==> src/rtl/priv_pkg.sv <==
// Package: shared encodings for the privilege mode controller.
// Assumes a two-bit privilege encoding and a three-bit decoded operation.
package priv_pkg;

    typedef enum logic [1:0] {
        MODE_U = 2'b00,
        MODE_S = 2'b01,
        MODE_H = 2'b10,
        MODE_M = 2'b11
    } priv_mode_e;

    typedef enum logic [2:0] {
        OP_NONE   = 3'd0,
        OP_ECALL  = 3'd1,
        OP_MRET   = 3'd2,
        OP_SRET   = 3'd3,
        OP_WFI    = 3'd4,
        OP_CSR    = 3'd5,
        OP_VFENCE = 3'd6,
        OP_TRAP   = 3'd7
    } priv_op_e;

endpackage

==> src/rtl/priv_legal.sv <==
// Module: priv_legal
// Purely combinational permission check for one decoded operation.
// Assumes the top CSR address bits hold the read-only code and the two
// bits below them hold the minimum privilege. Status bits that have no
// meaning for the implemented modes are treated as zero.
module priv_legal
    import priv_pkg::*;
#(
    parameter int             S_EN       = 1,
    parameter int             U_EN       = 1,
    parameter int             CSR_AW     = 12,
    parameter logic [CSR_AW-1:0] XLATE_CSR = 12'h180
)(
    input  priv_mode_e          mode,
    input  priv_op_e            op,
    input  logic [CSR_AW-1:0]   csr_addr,
    input  logic                csr_write,
    input  logic                tsr,
    input  logic                tw,
    input  logic                tvm,
    output logic                illegal
);
    localparam int RO_HI   = CSR_AW - 1;
    localparam int RO_LO   = CSR_AW - 2;
    localparam int PRIV_HI = CSR_AW - 3;
    localparam int PRIV_LO = CSR_AW - 4;
    localparam bit HAS_S   = (S_EN != 0);
    localparam bit HAS_LOW = (S_EN != 0) || (U_EN != 0);

    logic [1:0] mode_bits;
    logic [1:0] need_bits;
    logic       ro_addr;
    logic       tsr_e, tw_e, tvm_e;

    // Field extraction and masking of status bits by implemented modes
    always_comb begin
        mode_bits = mode;
        need_bits = csr_addr[PRIV_HI:PRIV_LO];
        ro_addr   = (csr_addr[RO_HI:RO_LO] == 2'b11);
        tsr_e     = HAS_S & tsr;
        tw_e      = HAS_LOW & tw;
        tvm_e     = HAS_S & tvm;
    end

    // Legality decision per operation
    always_comb begin
        illegal = 1'b0;
        case (op)
            OP_MRET:   illegal = (mode != MODE_M);
            OP_SRET:   illegal = !HAS_S || (mode == MODE_U) ||
                                 ((mode == MODE_S) && tsr_e);
            OP_WFI:    illegal = tw_e && (mode != MODE_M);
            OP_CSR:    illegal = (mode_bits < need_bits) ||
                                 (csr_write && ro_addr) ||
                                 (tvm_e && (mode == MODE_S) &&
                                  (csr_addr == XLATE_CSR));
            OP_VFENCE: illegal = (mode == MODE_U) ||
                                 (tvm_e && (mode == MODE_S));
            default:   illegal = 1'b0;
        endcase
    end

endmodule

==> src/rtl/priv_next.sv <==
// Module: priv_next
// Computes the next mode and previous-mode fields for an accepted,
// legal operation. Assumes supervisor mode is only built with user mode;
// otherwise returns fall back to the least implemented mode.
module priv_next
    import priv_pkg::*;
#(
    parameter int S_EN = 1,
    parameter int U_EN = 1
)(
    input  logic       valid,
    input  logic       illegal,
    input  priv_op_e   op,
    input  logic       deleg,
    input  priv_mode_e mode,
    input  priv_mode_e mpp,
    input  logic       spp,
    output priv_mode_e mode_n,
    output priv_mode_e mpp_n,
    output logic       spp_n
);
    localparam priv_mode_e LEAST = (U_EN != 0) ? MODE_U : MODE_M;
    localparam bit         HAS_S = (S_EN != 0);

    logic to_sup;

    // Delegation only applies below machine mode (traps never go down)
    assign to_sup = HAS_S && deleg && (mode != MODE_M);

    // Next-state selection per operation
    always_comb begin
        mode_n = mode;
        mpp_n  = mpp;
        spp_n  = spp;
        if (valid && !illegal) begin
            case (op)
                OP_ECALL, OP_TRAP: begin
                    if (to_sup) begin
                        mode_n = MODE_S;
                        spp_n  = (mode == MODE_S);
                    end else begin
                        mode_n = MODE_M;
                        mpp_n  = mode;
                    end
                end
                OP_MRET: begin
                    mode_n = mpp;
                    mpp_n  = LEAST;
                end
                OP_SRET: begin
                    mode_n = spp ? MODE_S : LEAST;
                    spp_n  = 1'b0;
                end
                default: ;
            endcase
        end
    end

endmodule

==> src/rtl/priv_mode_ctrl.sv <==
// Module: priv_mode_ctrl (top)
// Holds the current privilege mode and the saved previous-mode fields,
// and flags illegal operations one cycle after acceptance.
// Assumes a synchronous active-low reset and one operation per cycle.
module priv_mode_ctrl
    import priv_pkg::*;
#(
    parameter int             S_EN       = 1,
    parameter int             U_EN       = 1,
    parameter int             CSR_AW     = 12,
    parameter logic [CSR_AW-1:0] XLATE_CSR = 12'h180
)(
    input  logic              clk,
    input  logic              rst_n,
    input  logic              instr_valid,
    input  logic [2:0]        instr_op,
    input  logic              trap_deleg,
    input  logic [CSR_AW-1:0] csr_addr,
    input  logic              csr_write,
    input  logic              st_tsr,
    input  logic              st_tw,
    input  logic              st_tvm,
    output logic [1:0]        mode_o,
    output logic [1:0]        mpp_o,
    output logic              spp_o,
    output logic              illegal_o
);
    localparam priv_mode_e LEAST = (U_EN != 0) ? MODE_U : MODE_M;
    localparam int         RO_HI = CSR_AW - 1;
    localparam int         RO_LO = CSR_AW - 2;

    priv_op_e   op;
    priv_mode_e mode_q, mpp_q, mode_n, mpp_n;
    logic       spp_q, spp_n;
    logic       ill_c, illegal_q;

    assign op = priv_op_e'(instr_op);

    priv_legal #(
        .S_EN(S_EN), .U_EN(U_EN), .CSR_AW(CSR_AW), .XLATE_CSR(XLATE_CSR)
    ) u_legal (
        .mode(mode_q), .op(op), .csr_addr(csr_addr), .csr_write(csr_write),
        .tsr(st_tsr), .tw(st_tw), .tvm(st_tvm), .illegal(ill_c)
    );

    priv_next #(.S_EN(S_EN), .U_EN(U_EN)) u_next (
        .valid(instr_valid), .illegal(ill_c), .op(op), .deleg(trap_deleg),
        .mode(mode_q), .mpp(mpp_q), .spp(spp_q),
        .mode_n(mode_n), .mpp_n(mpp_n), .spp_n(spp_n)
    );

    // Mode, machine previous mode and illegal flag registers
    always_ff @(posedge clk) begin
        if (!rst_n) begin
            mode_q    <= MODE_M;
            mpp_q     <= LEAST;
            illegal_q <= 1'b0;
        end else begin
            mode_q    <= mode_n;
            mpp_q     <= mpp_n;
            illegal_q <= instr_valid && ill_c;
        end
    end

    // Supervisor previous-mode bit only exists with supervisor mode
    generate
        if (S_EN != 0) begin : g_spp
            always_ff @(posedge clk) begin
                if (!rst_n) spp_q <= 1'b0;
                else        spp_q <= spp_n;
            end
        end else begin : g_no_spp
            assign spp_q = 1'b0;
        end
    endgenerate

    assign mode_o    = mode_q;
    assign mpp_o     = mpp_q;
    assign spp_o     = spp_q;
    assign illegal_o = illegal_q;


    reset_state_chk: assert property (@(posedge clk) disable iff (!rst_n)
        $rose(rst_n) |-> (mode_q == MODE_M) && (mpp_q == LEAST) && !illegal_q);


    mode_code_chk: assert property (@(posedge clk) disable iff (!rst_n)
        (mode_q != MODE_H) && ((S_EN != 0) || (mode_q != MODE_S)));


    ecall_machine_chk: assert property (@(posedge clk) disable iff (!rst_n)
        (instr_valid && op == OP_ECALL && !(trap_deleg && S_EN != 0 && mode_q != MODE_M))
        |=> (mode_q == MODE_M) && (mpp_q == $past(mode_q)));


    trap_not_down_chk: assert property (@(posedge clk) disable iff (!rst_n)
        (instr_valid && (op == OP_TRAP || op == OP_ECALL) && mode_q == MODE_M)
        |=> mode_q == MODE_M);


    mret_low_chk: assert property (@(posedge clk) disable iff (!rst_n)
        (instr_valid && op == OP_MRET && mode_q != MODE_M)
        |=> illegal_q && $stable(mode_q) && $stable(mpp_q));


    ro_write_chk: assert property (@(posedge clk) disable iff (!rst_n)
        (instr_valid && op == OP_CSR && csr_write && csr_addr[RO_HI:RO_LO] == 2'b11)
        |=> illegal_q);


    idle_hold_chk: assert property (@(posedge clk) disable iff (!rst_n)
        !instr_valid |=> $stable(mode_q) && $stable(mpp_q) && $stable(spp_q) && !illegal_q);

endmodule

==> config.mk <==
export PLATFORM = sky130hd
export DESIGN_NAME = priv_mode_ctrl
export DESIGN_NICKNAME = d
export VERILOG_FILES = /design/src/rtl/priv_pkg.sv /design/src/rtl/priv_legal.sv /design/src/rtl/priv_next.sv /design/src/rtl/priv_mode_ctrl.sv
export SDC_FILE = /design/constraint.sdc
export NUM_CORES = 1
export LEC_CHECK = 0
export BUFFER_PORTS_ARGS = -buffer_cell sky130_fd_sc_hd__buf_2
export CAP_MARGIN = 0
export CORE_AREA = 2 2 39 41
export DETAILED_ROUTE_END_ITERATION = 12
export DIE_AREA = 0 0 41 43
export PLACE_DENSITY = 0.7
export SYNTH_ARGS = -nofsm -noshare
export SYNTH_HDL_FRONTEND = slang
export SYNTH_SLANG_ARGS = --single-unit
==> constraint.sdc <==
create_clock -name clk -period 1.6 [get_ports clk]
set_input_delay 0.32 -clock clk [delete_from_list [all_inputs] [get_ports clk]]
set_output_delay 0.32 -clock clk [all_outputs]
set_load 0.01 [all_outputs]
Word-level counts from Yosys, hierarchy flattened
Index checks and enable logic that the tools add are counted.
Operators by class
  $add $sub $neg: 0
  magnitude comparators: 1
  mux-type cells: 8
  bitwise logic cells: 0
  multiply operators: 0
  shift-type cells: 0
  eq/ne operators: 13
  div/mod/pow operators: 0
  reductions and logical operators: 21
Operators by type and width (number)
  $eq 12x9->1 const B: 1
  $eq 3x3->1 const B: 4
  $logic_and 1x1->1: 8
  $eq 3x2->1 const B: 2
  $pmux 2 s3: 1
  $reduce_and 3->1: 2
  $pmux 1 s5: 1
  $logic_or 1x1->1: 4
  $mux 2: 2
  $ne 2x2->1 const B: 2
  $pmux 2 s2: 1
  $reduce_bool 2->1: 2
  $eq 3x1->1 const B: 1
  $reduce_bool 3->1: 1
  $eq 2x1->1 const B: 1
  $eq 2x2->1 const B: 1
  $logic_not 2->1: 1
  $lt 2x2->1: 1
  $mux 1: 2
  $ne 2x1->1 const B: 1
  $pmux 1 s2: 1
  $reduce_and 2->1: 1
  $reduce_or 2->1: 1
  $logic_not 1->1: 1
Storage, ports and cells
  bits of input ports: 23
  bits in writable memories: 0
  memories kept: 0
  output and inout port bits: 6
  register bits after elaboration: 6
  memory bits (read-only): 0
  bits in latches: 0

Longest topological paths before layout
Gate-level depths: netlist of run 1.
  word-level depth: 8
  mapped depth: 6
  gate-level depth less buffers: 6

By module
From an unflattened synthesis of run 1, not the netlist that was laid out.
Unflattened totals
  cells, all modules: 71
  area total of the unflattened synthesis: 579.3 um2
By module, submodules not included
  priv_next: area an instance 275.3 um2, cells an instance 39, times used 1
  priv_mode_ctrl: area an instance 161.4 um2, cells an instance 12, times used 1
  priv_legal: area an instance 142.6 um2, cells an instance 20, times used 1

Worst setup path after synthesis of run 1
OpenSTA, ideal clock, no wires.
  path type: flip-flop to flip-flop
  start: register mode_q[0], in the netlist mode_o[0]
  end: register mode_q[0], in the netlist mode_o[0]
  stages on the path, launching flop included: 6
  path buffers: 0
  setup time: 0.130 ns
  arrival time: 1.392 ns
  setup slack: 0.077 ns
  cells stage by stage: dfxtp_1 -> inv_2 -> o21a_1 -> nor4b_4 -> nor3b_1 -> o21ai_1
On the way
  cells in the longest elaborated chain, start to end: 8
  elaborated cells between the ends (all ways): 16
  classes of those cells: 1 x order compare; 2 x eq/ne; 1 x mux; 12 x reduce/logical
Ends and longest elaborated chain
  start: declaration: line priv_mode_ctrl.sv:33  | priv_mode_e mode_q, mpp_q, mode_n, mpp_n;
  start signal: assignment: line priv_mode_ctrl.sv:59  | mode_q <= mode_n;
  $eq 2x1->1: line priv_legal.sv:51, priv_legal.sv:55, priv_legal.sv:58
  $logic_and 1x1->1: line priv_legal.sv:55, priv_legal.sv:58
  $logic_and 1x1->1: line priv_legal.sv:55  | (tvm_e && (mode == MODE_S) &&
  $logic_or 1x1->1: line priv_legal.sv:54  | (csr_write && ro_addr) ||
  $pmux 1 s5 *: line priv_legal.sv:48  | case (op)
  $logic_not 1->1 *: line priv_next.sv:35  | if (valid && !illegal) begin
  $logic_and 1x1->1 *: line priv_next.sv:35
  $reduce_and 2->1 (no line) *
Mark *: on every way between the ends. The rest lies on a longest branch, timed or not.
A chain may end at the register's enable or synchronous reset.

Worst setup path after layout of run 1
  start: register mode_q[0], in the netlist mode_o[0]
  end: register spp_q, in the netlist spp_o
On the way
  cells in the longest elaborated chain, start to end: 8
  elaborated cells between the ends (all ways): 20
  classes of those cells: 1 x order compare; 3 x eq/ne; 3 x mux; 13 x reduce/logical
Ends and longest elaborated chain
  $eq 2x1->1
  $logic_and 1x1->1: line priv_legal.sv:55, priv_legal.sv:58
  $logic_and 1x1->1: line priv_legal.sv:55
  $logic_or 1x1->1: line priv_legal.sv:54
  $pmux 1 s5: line priv_legal.sv:48
  $logic_not 1->1: line priv_next.sv:35
  $logic_and 1x1->1: line priv_next.sv:35
  $reduce_and 3->1 (no line)
  end signal: assignment: line priv_mode_ctrl.sv:70  | else spp_q <= spp_n;
  end: declaration: line priv_mode_ctrl.sv:34  | logic spp_q, spp_n;
Several ways; a longest one is shown, not always the timed one. The select of a mux whose other input is x is not followed.

==> flow_metrics.env, run 1 <==
export IMPL_p_sw_mw=0.123
export IMPL_synth_common_cells="nand2_1, dfxtp_1, a21oi_1"
export IMPL_p_comb_share_pct=29.0
export IMPL_die_h_um=43
export IMPL_cts_max_level=1
export IMPL_crit_type="reg2reg"
export IMPL_leakage_nw=0.346
export IMPL_syn_num_nets=85
export IMPL_coreArea_um2=1380
export IMPL_synth_compound_area_share_pct=22.0
export IMPL_clock_skew_ns=0.00519
export IMPL_grt_pass1_wl_mm=2.21
export IMPL_p_int_mw=0.308
export IMPL_ys_seq_area_share_pct=24.0
export IMPL_clkLatencyLatePin_ns=0.25
export IMPL_io_buffers=28
export IMPL_antenna_left=0
export IMPL_post_route_period_util_pct=97.1
export IMPL_gp_congestion=0.865
export IMPL_synth_most_common_cell="nand2_1"
export IMPL_dp_cells=109
export IMPL_tritoncts="done"
export IMPL_grtUsageTotal_pct=18.0
export IMPL_finalHoldViolations=0
export IMPL_crit_arrival_ns=1.68
export IMPL_layout_min_cycle_time_ns=1.55
export IMPL_finalNonFillerCells=112
export IMPL_worst_setup_path_start_kind="flip-flop"
export IMPL_clock_root_buffer="clkbuf_4"
export IMPL_grt_max_degree=10
export IMPL_post_route_cells_drive_above_1_share_pct=49.0
export IMPL_dr_first_iter_drc_count=10
export IMPL_start_util_pct=36.2
export IMPL_synth_area_um2=500
export IMPL_drv_slew=0
export IMPL_rows=14
export IMPL_required_ns=1.73
export IMPL_fmax_mhz=644
export IMPL_cp_slowest_cell="nor4b_4"
export IMPL_wl_mm=1.45
export IMPL_dieArea_um2=1760
export IMPL_clkTransAtPathRegs_ns=0.05
export IMPL_drt_first_pass_iters=6
export IMPL_power_share_sequential_pct=38.1
export IMPL_drc=0
export IMPL_wl_per_cell_um=12.9
export IMPL_synth_top_family_by_area="simple AND/OR/NAND/NOR gates"
export IMPL_seqCellArea_um2=121
export IMPL_n_antenna_cell=0
export IMPL_setup_viol=0
export IMPL_final_fill_count=142
export IMPL_cts_buffer_depth=2
export IMPL_area_growth_pct=46.7
export IMPL_synthTopCellsByArea="dfxtp_1, mux2i_1, nand2_1"
export IMPL_worstPathMaxFanout=6
export IMPL_cts_hold_buf=0
export IMPL_final_core_util_pct=53.1
export IMPL_cts_buffers=3
export IMPL_multiInputGateArea_um2=370
export IMPL_p_clk_share_pct=32.9
export IMPL_max_stage_delay_ns=0.40
export IMPL_dp_hpwl_mm=1.19
export IMPL_yosysTopAreaCell="dfxtp_1"
export IMPL_async_flop_share_pct=0
export IMPL_synth_adder_area_share_pct=2.50
export IMPL_grt_ovfl_total=0
export IMPL_status="finished, final reports clean"
export IMPL_syn_area_per_cell_um2=8.20
export IMPL_synth_simple_area_share_pct=39.2
export IMPL_cap_violations=0
export IMPL_ir_drop_mv=0.326
export IMPL_die_w_um=41
export IMPL_synth_xor_area_share_pct=0
export IMPL_ys_ff_latch=6
export IMPL_io_pins=29
export IMPL_relSlewSlack_pct=75.6
export IMPL_post_cts_buffers=0
export IMPL_vias=623
export IMPL_ys_flop_type="dfxtp_1"
export IMPL_crit_chain="nor2b_2 -> nor3_1 -> buf_4 -> nor4b_4 -> nand3_1 -> mux2i_1"
export IMPL_power_density_nw_per_um2=588
export IMPL_p_sw_share_pct=28.6
export IMPL_synth_edff_count=0
export IMPL_routed_via_density=5.56
export IMPL_syn_inst=61
export IMPL_synth_mux_area_share_pct=8.25
export IMPL_synth_top_area_share_pct=24.0
export IMPL_yosys_warnings=0
export IMPL_antenna_found_initial=0
export IMPL_hp_class="in2reg"
export IMPL_grt_pass1_vias=599
export IMPL_cts_sinks=6
export IMPL_crit_path_end_kind="flip-flop"
export IMPL_synthDistinctLibCells=33
export IMPL_cts_repair_resized=0
export IMPL_final_nets=122
export IMPL_worst_pin_slew_ns=0.365
routing by layer:
metal  up-vias  part of all wire, %  GRT usage, %
met5         -                    0             0
met2        29                   50          32.8
met1       286                   40          16.5
met3         4                  7.3          4.19
met4         0                  2.1          10.0
li1        304                    -             -
worst max-delay path: cells and delay by family, from the launching register on:
| kind | cells | cell delay (ns) |
|---|---|---|
| buffers and inverters | 1 | 0.15 |
| muxes | 1 | 0.15 |
| and+or+nand+nor | 4 | 0.78 |
| DFF | 1 | 0.35 |
worst paths after layout:
kind,to,from,cells after the start,slack [ns]
worst max-delay path,spp_o,mode_o[0],6,0.05
worst min-delay path,mode_o[0],rst_n,2,0.34
worst max register to register,spp_o,mode_o[0],6,0.05
worst min register to register,mpp_o[1],mpp_o[1],2,0.49
kinds of logic after synthesis:
logic type               after synthesis
multiplexers                           4
AO/OA/AOI/OAI                         16
flip-flops                             6
AND/OR/NAND/NOR                       29
adder cells (fa/ha/maj)                1
buffers and inverters                  5
final cells by class:
| cell class | instances | area share [%] |
|---|---|---|
| timing repair buffer | 35 | 26.2 |
| sequential | 6 | 16.5 |
| inverter | 2 | 1.02 |
| clock buffer | 3 | 3.07 |
| multi-input combinational | 50 | 50.4 |
| tap | 16 | 2.73 |
sequential cells by signal (all words and copies together), names as in the netlist:
register / flops
spp_o: 1
mpp_o: 2
illegal_o: 1
mode_o: 2
stage by stage:
step	power (mW)	cell area (um^2)	hold WS [ns]	setup slack, ns	TNS [ns]
finish	0.432	734	0.338	0.0465	0
global route	0.459	734	0.356	-0.0172	-0.0172
detailed placement	0.289	701	0.484	-0.0220	-0.0470
floorplan	0.229	500	0.490	0.0775	0
CTS	0.431	723	0.336	0.0208	0
global placement	0.285	701	0.455	0.0538	0
cell usage in the layout (no fill, tap or decap), types with 2 or more instances in the layout:
| master | netlist | routed |
|---|---|---|
| buf_2 | 1 | 28 |
| buf_4 | 0 | 7 |
| nand2_1 | 7 | 6 |
| a21oi_1 | 5 | 5 |
| dfxtp_1 | 6 | 5 |
| nand2b_1 | 3 | 3 |
| mux2i_1 | 3 | 3 |
| clkbuf_4 | 0 | 3 |
| nand3b_1 | 2 | 2 |
| o21ai_1 | 2 | 2 |
| o211ai_1 | 2 | 2 |
| nand4_1 | 2 | 2 |
| o21ai_0 | 2 | 2 |
| nor4b_1 | 2 | 2 |
| nor3b_1 | 3 | 2 |
power groups by stage:
stage / clock [mW] / combinational [mW] / sequential, mW
global route: 0.155 / 0.139 / 0.165
global placement: 0 / 0.119 / 0.167
CTS: 0.145 / 0.123 / 0.164
floorplan: 0 / 0.0575 / 0.171
finish: 0.142 / 0.125 / 0.164
detailed placement: 0 / 0.122 / 0.167
No activity file was read; power rests on OpenSTA's default activity.
==> run 2: changes to the inputs <==
--- a/config.mk
+++ b/config.mk
@@ -10,7 +10,7 @@
 export CORE_AREA = 2 2 39 41
 export DETAILED_ROUTE_END_ITERATION = 12
 export DIE_AREA = 0 0 41 43
-export PLACE_DENSITY = 0.7
+export PLACE_DENSITY = 0.71
 export SYNTH_ARGS = -nofsm -noshare
 export SYNTH_HDL_FRONTEND = slang
 export SYNTH_SLANG_ARGS = --single-unit
==> run 2 against run 1 <==
  * Clock power shrank 4%
  * Die area is the same
  * Global-route usage shrank 1.1 points
  * Largest power group unchanged
==> flow_metrics.env, run 2 (synthesis results as in run 1) <==
export IMPL_hp_class="in2reg"
export IMPL_die_w_um=41
export IMPL_cp_slowest_cell="nor4b_4"
export IMPL_cp_startpoint="mode_o[0]"
export IMPL_area_growth_pct=45.8
export IMPL_routed_via_density=5.49
export IMPL_clock_skew_ns=0.00340
export IMPL_post_route_period_util_pct=94.0
export IMPL_cts_sinks=6
export IMPL_drv_slew=0
export IMPL_final_core_util_pct=52.7
export IMPL_tritoncts="done"
export IMPL_wl_mm=1.32
export IMPL_finalHoldViolations=0
export IMPL_io_pins=29
export IMPL_fmax_mhz=665
export IMPL_n_antenna_cell=0
export IMPL_reg2reg_from="mode_o[0]"
export IMPL_clkTransAtPathRegs_ns=0.05
export IMPL_worstPathMaxFanout=6
export IMPL_required_ns=1.72
export IMPL_coreArea_um2=1380
export IMPL_path_delay_family="simple AND/OR/NAND/NOR gates"
export IMPL_clock_root_buffer="clkbuf_4"
export IMPL_cts_max_level=1
export IMPL_io_buffers=28
export IMPL_crit_type="reg2reg"
export IMPL_grt_pass1_wl_mm=2.07
export IMPL_final_common_cell="buf_2"
export IMPL_grt_pass1_vias=549
export IMPL_crit_arrival_ns=1.63
export IMPL_crit_path_end_kind="flip-flop"
export IMPL_hold_start="rst_n"
export IMPL_post_cts_buffers=0
export IMPL_cap_violations=0
export IMPL_grt_max_degree=10
export IMPL_status="finished, final reports clean"
export IMPL_antenna_found_initial=0
export IMPL_worst_setup_path_start_kind="flip-flop"
export IMPL_finalSetupTns_ns=0
export IMPL_dr_first_iter_drc_count=5
export IMPL_mostFrequentLayoutCells="buf_2, buf_4, nand2_1"
export IMPL_relSlewSlack_pct=77.4
export IMPL_grt_ovfl_total=0
export IMPL_antenna_left=0
export IMPL_rsz0062_at_grt="false"
export IMPL_drt_first_pass_iters=4
export IMPL_dp_hpwl_mm=1.11
export IMPL_setup_viol=0
export IMPL_layout_min_cycle_time_ns=1.50
export IMPL_final_nets=122
export IMPL_clkLatencyLatePin_ns=0.24
export IMPL_worst_pin_slew_ns=0.338
export IMPL_cts_buffers=3
export IMPL_wl_per_cell_um=11.7
export IMPL_start_util_pct=36.2
export IMPL_dieArea_um2=1760
export IMPL_drc=0
export IMPL_ir_drop_mv=0.408
export IMPL_gp_congestion=0.851
export IMPL_cts_buffer_depth=2
export IMPL_die_h_um=43
export IMPL_crit_chain="nor2b_2 -> nor3_1 -> buf_4 -> nor4b_4 -> nor3b_1 -> o21ai_1"
export IMPL_max_stage_delay_ns=0.38
export IMPL_cp_num_buf_inv=1
export IMPL_vias=615
export IMPL_post_route_cells_drive_above_1_share_pct=47.9
export IMPL_rows=14
export IMPL_power_density_nw_per_um2=581
export IMPL_leakage_nw=0.344
export IMPL_grtUsageTotal_pct=16.9
==> run 2: metrics by stage <==
stage	worst slack, ns	total power, mW	cells	hold WS [ns]	instance area (um^2)
finish	0.0959	0.424	112	0.337	729
global placement	0.0542	0.285	109	0.455	701
global route	0.0144	0.457	112	0.344	729
detailed placement	0.0453	0.287	109	0.462	701
floorplan	0.0775	0.229	61	0.490	500
CTS	0.0719	0.427	112	0.332	723
==> run 2: report_power, final <==
group	internal [mW]	switching (mW)
sequential	0.158	0.00630
combinational	0.0649	0.0577
clock	0.0847	0.0523
total	0.307	0.116
==> run 2: worst reg2reg max path, cell delays in order (launching register included) <==
cell and delay, ns:
dfxtp_2 0.35, nor2b_2 0.15, nor3_1 0.05, buf_4 0.15, nor4b_4 0.38, nor3b_1 0.23
o21ai_1 0.08
==> run 2: per-layer routing <==
layer | share of wire [%] | GRT usage, % | wire [um]
met1 | 42 | 16.3 | 552
met5 | 0 | 0 | 0
met4 | 0 | 2.00 | 0
met3 | 7.8 | 6.28 | 103
met2 | 50 | 31.9 | 658
==> run 2: cell type report <==
| class | instances | area (um^2) |
|---|---|---|
| fill | 136 | 654 |
| multi-input combinational | 50 | 365 |
| timing repair buffer | 35 | 193 |
| sequential | 6 | 121 |
| clock buffer | 3 | 22.5 |
| tap | 16 | 20.0 |
| inverter | 2 | 7.51 |
==> run 2: path summary, 6_finish.rpt <==
path / to / slack, ns / cells after the start
worst max-delay path: mode_o[0] / 0.1 / 6
worst min-delay path: mode_o[0] / 0.34 / 2
worst max register to register: mode_o[0] / 0.1 / 6
worst min register to register: mpp_o[0] / 0.47 / 2
==> run 2: timing repair <==
item | in CTS | in global routing
resized for setup | 0 | 3
hold buffers | 0 | 0
endpoints found under the hold margin | 0 | 0
setup endpoints to repair | 0 | 3
